`config.mk`:
```
export PLATFORM = sky130hd
export DESIGN_NAME = rxd_deser
export DESIGN_NICKNAME = d
export VERILOG_FILES = /design/src/rtl/rxd_pkg.sv /design/src/rtl/rxd_bitcnt.sv /design/src/rtl/rxd_assemble.sv /design/src/rtl/rxd_align.sv /design/src/rtl/rxd_status.sv /design/src/rtl/rxd_deser.sv
export SDC_FILE = /design/constraint.sdc
export NUM_CORES = 1
export LEC_CHECK = 0
export BUFFER_PORTS_ARGS = -buffer_cell sky130_fd_sc_hd__buf_2
export CAP_MARGIN = 25
export CORE_MARGIN = 3
export CORE_UTILIZATION = 59
export DETAILED_ROUTE_END_ITERATION = 6
export PLACE_DENSITY_LB_ADDON = 0.1
export SYNTH_ARGS = -nofsm -noshare
export SYNTH_HDL_FRONTEND = slang
export SYNTH_SLANG_ARGS = --single-unit
```
`constraint.sdc`:
```
create_clock -name clk -period 3.26 [get_ports clk]
set_input_delay 0.489 -clock clk [delete_from_list [all_inputs] [get_ports clk]]
set_output_delay 0.489 -clock clk [all_outputs]
set_load 0.01 [all_outputs]
```
`src/rtl/rxd_pkg.sv`:
```
`timescale 1ns/1ps
package rxd_pkg;
   // Longest word the block counts, in bit times
   localparam int unsigned LEN_MAX = 32;
   // Width of the bit counter, wide enough to hold LEN_MAX
   localparam int unsigned CNT_W   = $clog2(LEN_MAX + 1);
   // Number of distinct word lengths
   localparam int unsigned NUM_WL  = 5;

   typedef enum logic [2:0] {
      WL_8  = 3'd0,
      WL_12 = 3'd1,
      WL_16 = 3'd2,
      WL_24 = 3'd3,
      WL_32 = 3'd4
   } wl_code_e;

   // Word length for a length code; unused codes fall back to 24
   function automatic int unsigned wl_len(input int unsigned code);
      case (code)
         0:       return 8;
         1:       return 12;
         2:       return 16;
         4:       return 32;
         default: return 24;
      endcase
   endfunction

   // Folds a raw length code onto the table index 0..NUM_WL-1
   function automatic logic [2:0] wl_index(input logic [2:0] code);
      return (code > WL_32) ? WL_24 : code;
   endfunction
endpackage

```
`src/rtl/rxd_bitcnt.sv`:
```
`timescale 1ns/1ps
module rxd_bitcnt
   import rxd_pkg::*;
(
   input  logic             clk,
   input  logic             rst_n,
   input  logic             fsync,
   input  logic [2:0]       wl_sel,
   output logic [CNT_W-1:0] bit_idx,
   output logic [CNT_W-1:0] word_len,
   output logic             word_first,
   output logic             word_end
);
   logic [CNT_W-1:0] cnt_q;
   logic             fsync_q;
   logic             fs_rise;

   assign word_len   = CNT_W'(wl_len(int'(wl_index(wl_sel))));
   assign fs_rise    = fsync & ~fsync_q;
   // A new frame always starts counting from bit zero
   assign bit_idx    = fs_rise ? '0 : cnt_q;
   assign word_first = fsync && (bit_idx == '0);
   assign word_end   = fsync && (bit_idx == (word_len - 1'b1));

   always_ff @(posedge clk or negedge rst_n) begin
      if (!rst_n) begin
         cnt_q   <= '0;
         fsync_q <= 1'b0;
      end else begin
         fsync_q <= fsync;
         if (!fsync || word_end) cnt_q <= '0;
         else                    cnt_q <= bit_idx + 1'b1;
      end
   end
endmodule

```
`src/rtl/rxd_assemble.sv`:
```
`timescale 1ns/1ps
module rxd_assemble
   import rxd_pkg::*;
#(
   parameter int unsigned DATA_W = 24
) (
   input  logic              clk,
   input  logic              rst_n,
   input  logic              bit_vld,
   input  logic              word_first,
   input  logic [CNT_W-1:0]  bit_idx,
   input  logic [CNT_W-1:0]  word_len,
   input  logic              lsb_first,
   input  logic              sdin,
   output logic [DATA_W-1:0] word_now
);
   localparam logic [CNT_W-1:0] KEEP_MAX = CNT_W'(DATA_W);

   logic [DATA_W-1:0] sr_q;
   logic [DATA_W-1:0] sr_next;
   logic [CNT_W-1:0]  keep_len;
   logic [CNT_W-1:0]  pos;
   logic              keep_bit;

   // Lengths longer than the register keep only their first DATA_W bits
   assign keep_len = (word_len > KEEP_MAX) ? KEEP_MAX : word_len;
   assign keep_bit = bit_vld && (bit_idx < keep_len);
   // Right-justified bit position of the bit being sampled
   assign pos      = lsb_first ? bit_idx : (keep_len - 1'b1 - bit_idx);

   for (genvar i = 0; i < DATA_W; i++) begin : g_bit
      assign sr_next[i] = (keep_bit && (pos == CNT_W'(i))) ? sdin :
                          (word_first ? 1'b0 : sr_q[i]);
   end

   always_ff @(posedge clk or negedge rst_n) begin
      if (!rst_n)       sr_q <= '0;
      else if (bit_vld) sr_q <= sr_next;
   end

   // The word including the bit being sampled, for the load on its last edge
   assign word_now = sr_next;
endmodule

```
`src/rtl/rxd_align.sv`:
```
`timescale 1ns/1ps
module rxd_align
   import rxd_pkg::*;
#(
   parameter int unsigned DATA_W = 24
) (
   input  logic [DATA_W-1:0] word,
   input  logic [2:0]        wl_sel,
   input  logic              align_lo,
   output logic [DATA_W-1:0] aligned
);
   // Field width when the top byte is left unused
   localparam int unsigned     LO_W    = DATA_W - 8;
   localparam logic [DATA_W-1:0] LO_MASK = {{8{1'b0}}, {LO_W{1'b1}}};

   logic [DATA_W-1:0] cand_hi [NUM_WL];
   logic [DATA_W-1:0] cand_lo [NUM_WL];
   logic [2:0]        sel;

   // One fixed shift per length, so no barrel shifter is needed
   for (genvar c = 0; c < NUM_WL; c++) begin : g_len
      localparam int unsigned LEN = wl_len(c);
      localparam int unsigned K   = (LEN > DATA_W) ? DATA_W : LEN;
      assign cand_hi[c] = word << (DATA_W - K);
      if (K <= LO_W) begin : g_up
         assign cand_lo[c] = (word << (LO_W - K)) & LO_MASK;
      end else begin : g_down
         assign cand_lo[c] = (word >> (K - LO_W)) & LO_MASK;
      end
   end

   assign sel     = wl_index(wl_sel);
   assign aligned = align_lo ? cand_lo[sel] : cand_hi[sel];
endmodule

```
`src/rtl/rxd_status.sv`:
```
`timescale 1ns/1ps
module rxd_status #(
   parameter int unsigned DATA_W = 24
) (
   input  logic              clk,
   input  logic              rst_n,
   input  logic              load,
   input  logic              rd_stb,
   input  logic [DATA_W-1:0] din,
   output logic [DATA_W-1:0] rx_data,
   output logic              rx_full,
   output logic              rx_ovr
);
   always_ff @(posedge clk or negedge rst_n) begin
      if (!rst_n) begin
         rx_data <= '0;
         rx_full <= 1'b0;
         rx_ovr  <= 1'b0;
      end else if (load) begin
         rx_data <= din;
         rx_full <= 1'b1;
         // A read on the same edge acknowledges the old word
         rx_ovr  <= ~rd_stb & (rx_full | rx_ovr);
      end else if (rd_stb) begin
         rx_full <= 1'b0;
         rx_ovr  <= 1'b0;
      end
   end
endmodule

```
`src/rtl/rxd_deser.sv`:
```
`timescale 1ns/1ps
module rxd_deser
   import rxd_pkg::*;
#(
   parameter int unsigned DATA_W = 24
) (
   input  logic              clk,
   input  logic              rst_n,
   input  logic              fsync,
   input  logic              sdin,
   input  logic [2:0]        wl_sel,
   input  logic              lsb_first,
   input  logic              align_lo,
   input  logic              ie,
   input  logic              rd_stb,
   output logic [DATA_W-1:0] rx_data,
   output logic              rx_full,
   output logic              rx_ovr,
   output logic              rx_irq
);
   if ((DATA_W < 16) || (DATA_W > LEN_MAX)) begin : g_bad_width
      $error("rxd_deser: DATA_W must lie between 16 and LEN_MAX");
   end

   logic [CNT_W-1:0]  bit_idx;
   logic [CNT_W-1:0]  word_len;
   logic              word_first;
   logic              word_end;
   logic [DATA_W-1:0] word_now;
   logic [DATA_W-1:0] word_aligned;

   rxd_bitcnt u_cnt (
      .clk        (clk),
      .rst_n      (rst_n),
      .fsync      (fsync),
      .wl_sel     (wl_sel),
      .bit_idx    (bit_idx),
      .word_len   (word_len),
      .word_first (word_first),
      .word_end   (word_end)
   );

   rxd_assemble #(.DATA_W(DATA_W)) u_asm (
      .clk        (clk),
      .rst_n      (rst_n),
      .bit_vld    (fsync),
      .word_first (word_first),
      .bit_idx    (bit_idx),
      .word_len   (word_len),
      .lsb_first  (lsb_first),
      .sdin       (sdin),
      .word_now   (word_now)
   );

   rxd_align #(.DATA_W(DATA_W)) u_align (
      .word     (word_now),
      .wl_sel   (wl_sel),
      .align_lo (align_lo),
      .aligned  (word_aligned)
   );

   rxd_status #(.DATA_W(DATA_W)) u_stat (
      .clk     (clk),
      .rst_n   (rst_n),
      .load    (word_end),
      .rd_stb  (rd_stb),
      .din     (word_aligned),
      .rx_data (rx_data),
      .rx_full (rx_full),
      .rx_ovr  (rx_ovr)
   );

   assign rx_irq = rx_full & ie;
endmodule

```
==> impl_metrics.env, run 1 <==
export IMPL_outcome="finished clean"
export IMPL_crit_start="u_cnt.fsync_q$_DFF_PN0_"
export IMPL_crit_buf_inv=1
export IMPL_synth_edf_count=0
export IMPL_insertion_delay_ns=0.34
export IMPL_intPower_w=0.00118
export IMPL_ios=38
export IMPL_ys_ff_latch=57
export IMPL_critPathMaxStageDelay_ns=0.38
export IMPL_antenna_found_initial=0
export IMPL_cts_buffers=9
export IMPL_num_vias=3464
export IMPL_dpl_instance_area_sq_um=4050
export IMPL_synth_area_leaders="dfrtp_1 40%, nand2_1 4.8%, mux2i_1 3.7%, ha_1 3.5%, inv_1 2.7%"
export IMPL_overflow=0
export IMPL_detail_route_antenna_nets=0
export IMPL_yosysSeqAreaShare_pct=40.2
export IMPL_area_growth_pct=22.6
export IMPL_yosys_area_top_type="dfrtp_1"
export IMPL_synth_main_ff_cell="dfrtp_1"
export IMPL_cts_sinks=57
export IMPL_cts_clk_slew_worst_paths_ns=0.07
export IMPL_firstDrtPassIters=5
export IMPL_grt_pass1_wl_microns=16400
export IMPL_wl_microns=10500
export IMPL_syn_inst=379
export IMPL_syn_area_sq_um=3550
export IMPL_p_leak_nw=2.14
export IMPL_setup_worst_path_start_class="register"
export IMPL_tightestPinTransition_ns=0.724
export IMPL_worst_slack_ns=0.157
export IMPL_cts_max_level=3
export IMPL_irDropWorstVdd_uv=311
export IMPL_crit_family="compound AO/OA/AOI/OAI gates"
export IMPL_crit_type="reg2reg"
export IMPL_grt_usage_pct=29.3
export IMPL_antennaDiodeCount=0
export IMPL_route_detailed_drc=0
export IMPL_root_buffer="clkbuf_8"
export IMPL_avgRoutedWirePerCell_microns=19.8
export IMPL_timing_max_slew_rel_slack_pct=51.6
export IMPL_fill_cells=393
export IMPL_path_cells="nand2b_4 > nand2_4 > ha_1 > a211o_1 > o211ai_2 > o211ai_4 > buf_12 > or3_1 > a31oi_4 > o22ai_1 > o32ai_1 > a21oi_1"
export IMPL_r2r_end="u_stat.rx_data[14]$_DFFE_PN0P_"
export IMPL_fin_util_pct=76.7
export IMPL_grt_pass1_vias=3141
export IMPL_yosys_warnings=0
export IMPL_viasPerCell=6.56
export IMPL_std_cell_rows=27
export IMPL_critPathArrivalTime_ns=3.32
export IMPL_final_hold_viol_count=0
export IMPL_p_seq_share_pct=44.0
export IMPL_syn_num_nets=401
export IMPL_die_w_microns=83.6
export IMPL_yosysUniqueCellTypes=69
export IMPL_cp_end_kind="register"
export IMPL_cts_tree="done"
export IMPL_powerDensity_nw_per_um2=386
export IMPL_dp_worst_setup_slack_ns=-0.123
export IMPL_report_final_slew_viol_count=0
export IMPL_nets=473
export IMPL_die_height_microns=83.6
export IMPL_reg2reg_from="u_cnt.fsync_q$_DFF_PN0_"
export IMPL_place_congestion=0.912
export IMPL_reg2reg_slack_ns=0.16
export IMPL_drive_gt1_share_pct=30.3
export IMPL_skew_ns=0.00718
export IMPL_core_area_sq_um=5680
export IMPL_r2r_cells=12
export IMPL_setup_viol=0
export IMPL_cap_violations=0
export IMPL_yosysTopAreaCellShare_pct=40.2
export IMPL_netSwitchingPower_w=0.000499
export IMPL_start_util_pct=62.5
export IMPL_die_area_sq_um=6980
export IMPL_yosys_cell_count_top_type="dfrtp_1"
export IMPL_port_buffers=37
export IMPL_clock_path_buffers=2
export IMPL_power_share_switching_pct=29.7
export IMPL_hold_path_class="in2async"
export IMPL_fin_crit_ns=3.10
export IMPL_fin_crit_sh_pct=95.2
export IMPL_drt_iter0_markers=423
export IMPL_p_comb_share_pct=17.3
export IMPL_synth_avg_cell_area_sq_um=9.37
export IMPL_crit_fanout=13
export IMPL_design_area_sq_um=4350
export IMPL_clkPwrFrac_pct=38.7
export IMPL_cp_required_ns=3.48
export IMPL_synthArstFlopShare_pct=100
export IMPL_ys_top_cells_by_count="57 x dfrtp_1, 45 x nand2_1, 26 x inv_1, 25 x nor2_1, 13 x mux2i_1"
export IMPL_grt_start_max_net_pins=35
export IMPL_cp_slowest_cell="or3_1"
export IMPL_rsz0062_at_grt="false"
export IMPL_max_clock_freq_mhz=322
export IMPL_post_dp_hpwl_microns=7430
==> registers in the layout (all words and copies together) (netlist names) <==
register	count
u_asm.sr_q	24
u_cnt.cnt_q	6
u_cnt.fsync_q	1
u_stat.rx_data	24
u_stat.rx_full	1
u_stat.rx_ovr	1
==> metrics by stage <==
step	hold slack, ns	TNS (ns)	power (W)	cells
final	0.140	0	0.00168	528
after global routing	0.183	0	0.00175	528
after CTS	0.155	0	0.00166	525
after detailed placement	0.474	-0.965	0.00102	509
after global placement	0.468	-0.403	0.00101	509
after floorplan	0.193	0	0.000914	379
==> routing by layer <==
layer / up-vias / GRT usage [%] / routed length [microns]
li1: 1530 / - / -
met1: 1660 / 43.3 / 4600
met2: 236 / 42.2 / 4580
met3: 38 / 5.33 / 946
met4: 0 / 12.1 / 353
met5: - / 0 / 0
==> cell type report <==
type / count / area [sq um] / share of cell area (%)
Tap cell: 72 / 90.1 / 2.07
Multi-Input combinational cell: 272 / 2010 / 46.1
Clock inverter: 6 / 58.8 / 1.35
Timing Repair Buffer: 82 / 536 / 12.3
Sequential cell: 57 / 1430 / 32.8
Inverter: 29 / 109 / 2.50
Clock buffer: 10 / 128 / 2.93
==> power groups by stage <==
stage               Sequential, W  Combinational (W)  Clock [W]
floorplan                0.000753           0.000161          0
global placement         0.000751           0.000262          0
detailed placement       0.000751           0.000267          0
CTS                      0.000738           0.000270   0.000652
global route             0.000741           0.000314   0.000695
finish                   0.000739           0.000292   0.000651
==> kinds of logic (layout without fill, tap and decap cells) <==
kind of cell | Yosys count | count (layout) | share of synthesized area, %
simple gates | 124 | 124 | 17.3
fa+ha+maj | 11 | 11 | 4.09
mux | 17 | 17 | 5.00
flops | 57 | 57 | 40.2
buf+inv | 50 | 127 | 6.17
compound gates | 111 | 111 | 25.0
xor+xnor | 9 | 9 | 2.22
==> cell usage in the layout (no fill, tap or decap), drive strengths merged, types with 5 or more instances in the layout <==
master  synthesis  final
inv            29     29
ha             10     10
mux2i          14     14
xor2            5      5
nand2          46     46
o311a           7      7
nor2           25     25
a22oi           7      7
nor3            9      9
o211ai          9      9
nand2b          6      6
buf             9     82
clkinv          0      5
a31oi          13     13
nand4           9      9
o21ai          25     25
a21oi          10     10
dfrtp          57     57
and2            7      7
clkbuf         12     10
o22ai          11     11
==> worst max path at each step <==
stage          depth (start not counted)                             end
2_1_floorplan                         14   u_stat.rx_data[0]$_DFFE_PN0P_
3_3_place_gp                          13  u_stat.rx_data[14]$_DFFE_PN0P_
3_5_place_dp                          14  u_stat.rx_data[15]$_DFFE_PN0P_
4_1_cts                               12  u_stat.rx_data[14]$_DFFE_PN0P_
5_1_grt                               12   u_stat.rx_data[3]$_DFFE_PN0P_
6_report                              12  u_stat.rx_data[14]$_DFFE_PN0P_
==> timing repair <==
action                                  4_1_cts  5_1_grt
setup buffers                                 0        3
endpoints found under the setup margin        4       23
pin swaps                                     0        5
gates resized for setup                       2       12
hold buffers                                  0        0
(Power assumes the default switching activity.)
==> run 2, diff against run 1 <==
GPL_TIMING_DRIVEN = 0   (was not set)
clock period = 3.4 ns   (was 3.26 ns; I/O delays follow)
==> run 2 against run 1 <==
The run now ends with setup timing left; die area unchanged; first-iteration DRC count decreased by 27%; register-to-register slack got worse by 0.16 ns; highest routed layer unchanged; setup slack got worse by 0.19 ns; final cell count decreased by 3.6%; sequential cell count unchanged; largest cell class unchanged; sequential share of layout area increased by 0.67 points; clock power increased by 5.7%; hold slack improved by 0.042 ns; via count decreased by 4.8%; critical path depth increased by 2; largest power group unchanged; non-clock buffer count decreased by 18.
==> impl_metrics.env, run 2 (synthesis gave the netlist of run 1 again) <==
export IMPL_netSwitchingPower_w=0.000473
export IMPL_critPathCapture="u_stat.rx_data[21]$_DFFE_PN0P_"
export IMPL_skew_ns=0.0123
export IMPL_r2r_cells=13
export IMPL_irDropWorstVdd_uv=393
export IMPL_grt_pass1_wl_microns=16000
export IMPL_root_buffer="clkbuf_8"
export IMPL_report_final_slew_viol_count=0
export IMPL_insertion_delay_ns=0.34
export IMPL_setup_viol=2
export IMPL_cts_clk_slew_worst_paths_ns=0.07
export IMPL_die_height_microns=83.6
export IMPL_outcome="finished with violations"
export IMPL_hold_path_class="in2async"
export IMPL_r2r_end="u_stat.rx_data[21]$_DFFE_PN0P_"
export IMPL_setup_worst_path_start_class="input pin"
export IMPL_grt_start_max_net_pins=31
export IMPL_viasPerCell=6.48
export IMPL_num_vias=3297
export IMPL_timing_max_slew_rel_slack_pct=51.8
export IMPL_detail_route_antenna_nets=0
export IMPL_tightestPinTransition_ns=0.722
export IMPL_grt_pass1_vias=3187
export IMPL_die_w_microns=83.6
export IMPL_fill_cells=407
export IMPL_mostFrequentLayoutCells="56 x dfrtp_1, 38 x nand2_1, 37 x buf_2"
export IMPL_cts_buffers=9
export IMPL_instances_no_fill=509
export IMPL_overflow=0
export IMPL_power_share_switching_pct=28.4
export IMPL_final_hold_viol_count=0
export IMPL_drt_iter0_markers=310
export IMPL_antennaDiodeCount=0
export IMPL_cts_max_level=3
export IMPL_p_seq_share_pct=42.6
export IMPL_avgRoutedWirePerCell_microns=19.8
export IMPL_start_util_pct=62.5
export IMPL_clkPwrFrac_pct=41.3
export IMPL_grt_usage_pct=28.7
export IMPL_p_leak_nw=2.03
export IMPL_port_buffers=33
export IMPL_core_area_sq_um=5680
export IMPL_nets=455
export IMPL_place_congestion=0.937
export IMPL_die_area_sq_um=6980
export IMPL_dp_cells=485
export IMPL_antenna_found_initial=0
export IMPL_fin_crit_ns=3.43
export IMPL_worst_slack_ns=-0.0287
export IMPL_powerDensity_nw_per_um2=390
export IMPL_cp_required_ns=3.61
export IMPL_post_dp_hpwl_microns=7160
export IMPL_clock_path_buffers=2
export IMPL_p_comb_share_pct=16.2
export IMPL_reg2reg_from="u_cnt.cnt_q[3]$_DFF_PN0_"
export IMPL_drive_gt1_share_pct=27.2
export IMPL_std_cell_rows=27
export IMPL_cp_end_kind="register"
export IMPL_fin_crit_sh_pct=101
export IMPL_cts_sinks=57
export IMPL_p_total_w=0.00167
export IMPL_cap_violations=0
export IMPL_crit_fanout=9
export IMPL_firstDrtPassIters=5
export IMPL_violations="setup timing"
export IMPL_reg_largest_list="u_asm.sr_q x24, u_stat.rx_data x24, u_cnt.cnt_q x6"
export IMPL_intPower_w=0.00119
export IMPL_area_growth_pct=20.3
export IMPL_final_common_cell="dfrtp_1"
export IMPL_critPathArrivalTime_ns=3.64
export IMPL_wl_microns=10100
export IMPL_ios=38
export IMPL_route_detailed_drc=0
export IMPL_reg2reg_slack_ns=0
export IMPL_crit_type="in2reg"
export IMPL_crit_start="wl_sel[2]"
export IMPL_max_clock_freq_mhz=292
export IMPL_cts_tree="done"
-- run 2: cell count changes in the layout (fill, tap and decap cells not counted), sizes merged --
cell	before	now
clkinv	5	4
bufinv	1	2
buf	82	52
clkbuf	10	21
-- run 2: final cells by class --
type / instances / area, sq um / share of cell area, %
sequential: 57 / 1430 / 33.4
multi-input combinational: 272 / 2070 / 48.4
inverter: 29 / 111 / 2.61
buffer: 21 / 111 / 2.61
timing repair buffer: 43 / 253 / 5.92
clock inverter: 6 / 83.8 / 1.96
clock buffer: 9 / 124 / 2.90
tap: 72 / 90.1 / 2.11
-- run 2: routing by layer --
layer,up-vias,part of all wire [%],track usage [%]
li1,1502,-,-
met1,1600,46,41.2
met2,171,44,41.4
met3,24,7.3,6.02
met4,0,2.7,13.5
met5,-,0,0
-- run 2: what timing repair did --
item | CTS | global route
resized for setup | 8 | 26
buffers inserted | 0 | 9
pin swaps | 0 | 5
setup endpoints to repair | 14 | 23
hold buffers | 0 | 0
-- run 2: stage by stage --
stage	util [%]	setup slack (ns)	hold slack [ns]	cell area, sq um	TNS (ns)
floorplan	-	0.0543	0.214	3550	0
global placement	67.1	-0.529	0.464	3810	-7.42
detailed placement	67.4	-0.555	0.471	3830	-8.74
CTS	71.8	-0.0271	0.208	4080	-0.0337
global route	75.2	-0.0946	0.214	4270	-0.338
finish	75.2	-0.0287	0.182	4270	-0.0316
-- run 2: power groups by stage --
stage                     combinational, W  sequential [W]  clock [W]
after floorplan                   0.000154        0.000722          0
after detailed placement          0.000231        0.000721          0
final                             0.000269        0.000709   0.000688
after CTS                         0.000237        0.000709   0.000690
after global placement            0.000223        0.000721          0
after global routing              0.000291        0.000711   0.000725
-- run 2: worst max-delay path, stage by stage --
cell      delay (ns)
buf_2           0.16
nor2_1          0.32
nand2_2         0.22
ha_1            0.33
nor2b_1         0.16
o21ai_4         0.30
nand4_1         0.17
buf_4           0.21
o311a_1         0.39
a31oi_4         0.22
mux2i_1         0.14
o221ai_2        0.28
buf_4           0.16
o21ai_1         0.05
-- run 2: worst min path at each step --
stage,end,slack [ns],cells past startpoint
after CTS,u_cnt.cnt_q[1]$_DFF_PN0_,0.21,1
after detailed placement,u_stat.rx_data[16]$_DFFE_PN0P_,0.47,2
final,u_cnt.cnt_q[1]$_DFF_PN0_,0.18,1
after global routing,u_cnt.cnt_q[1]$_DFF_PN0_,0.21,1
after global placement,u_stat.rx_data[16]$_DFFE_PN0P_,0.46,2
after floorplan,u_asm.sr_q[0]$_DFFE_PN0P_,0.21,0
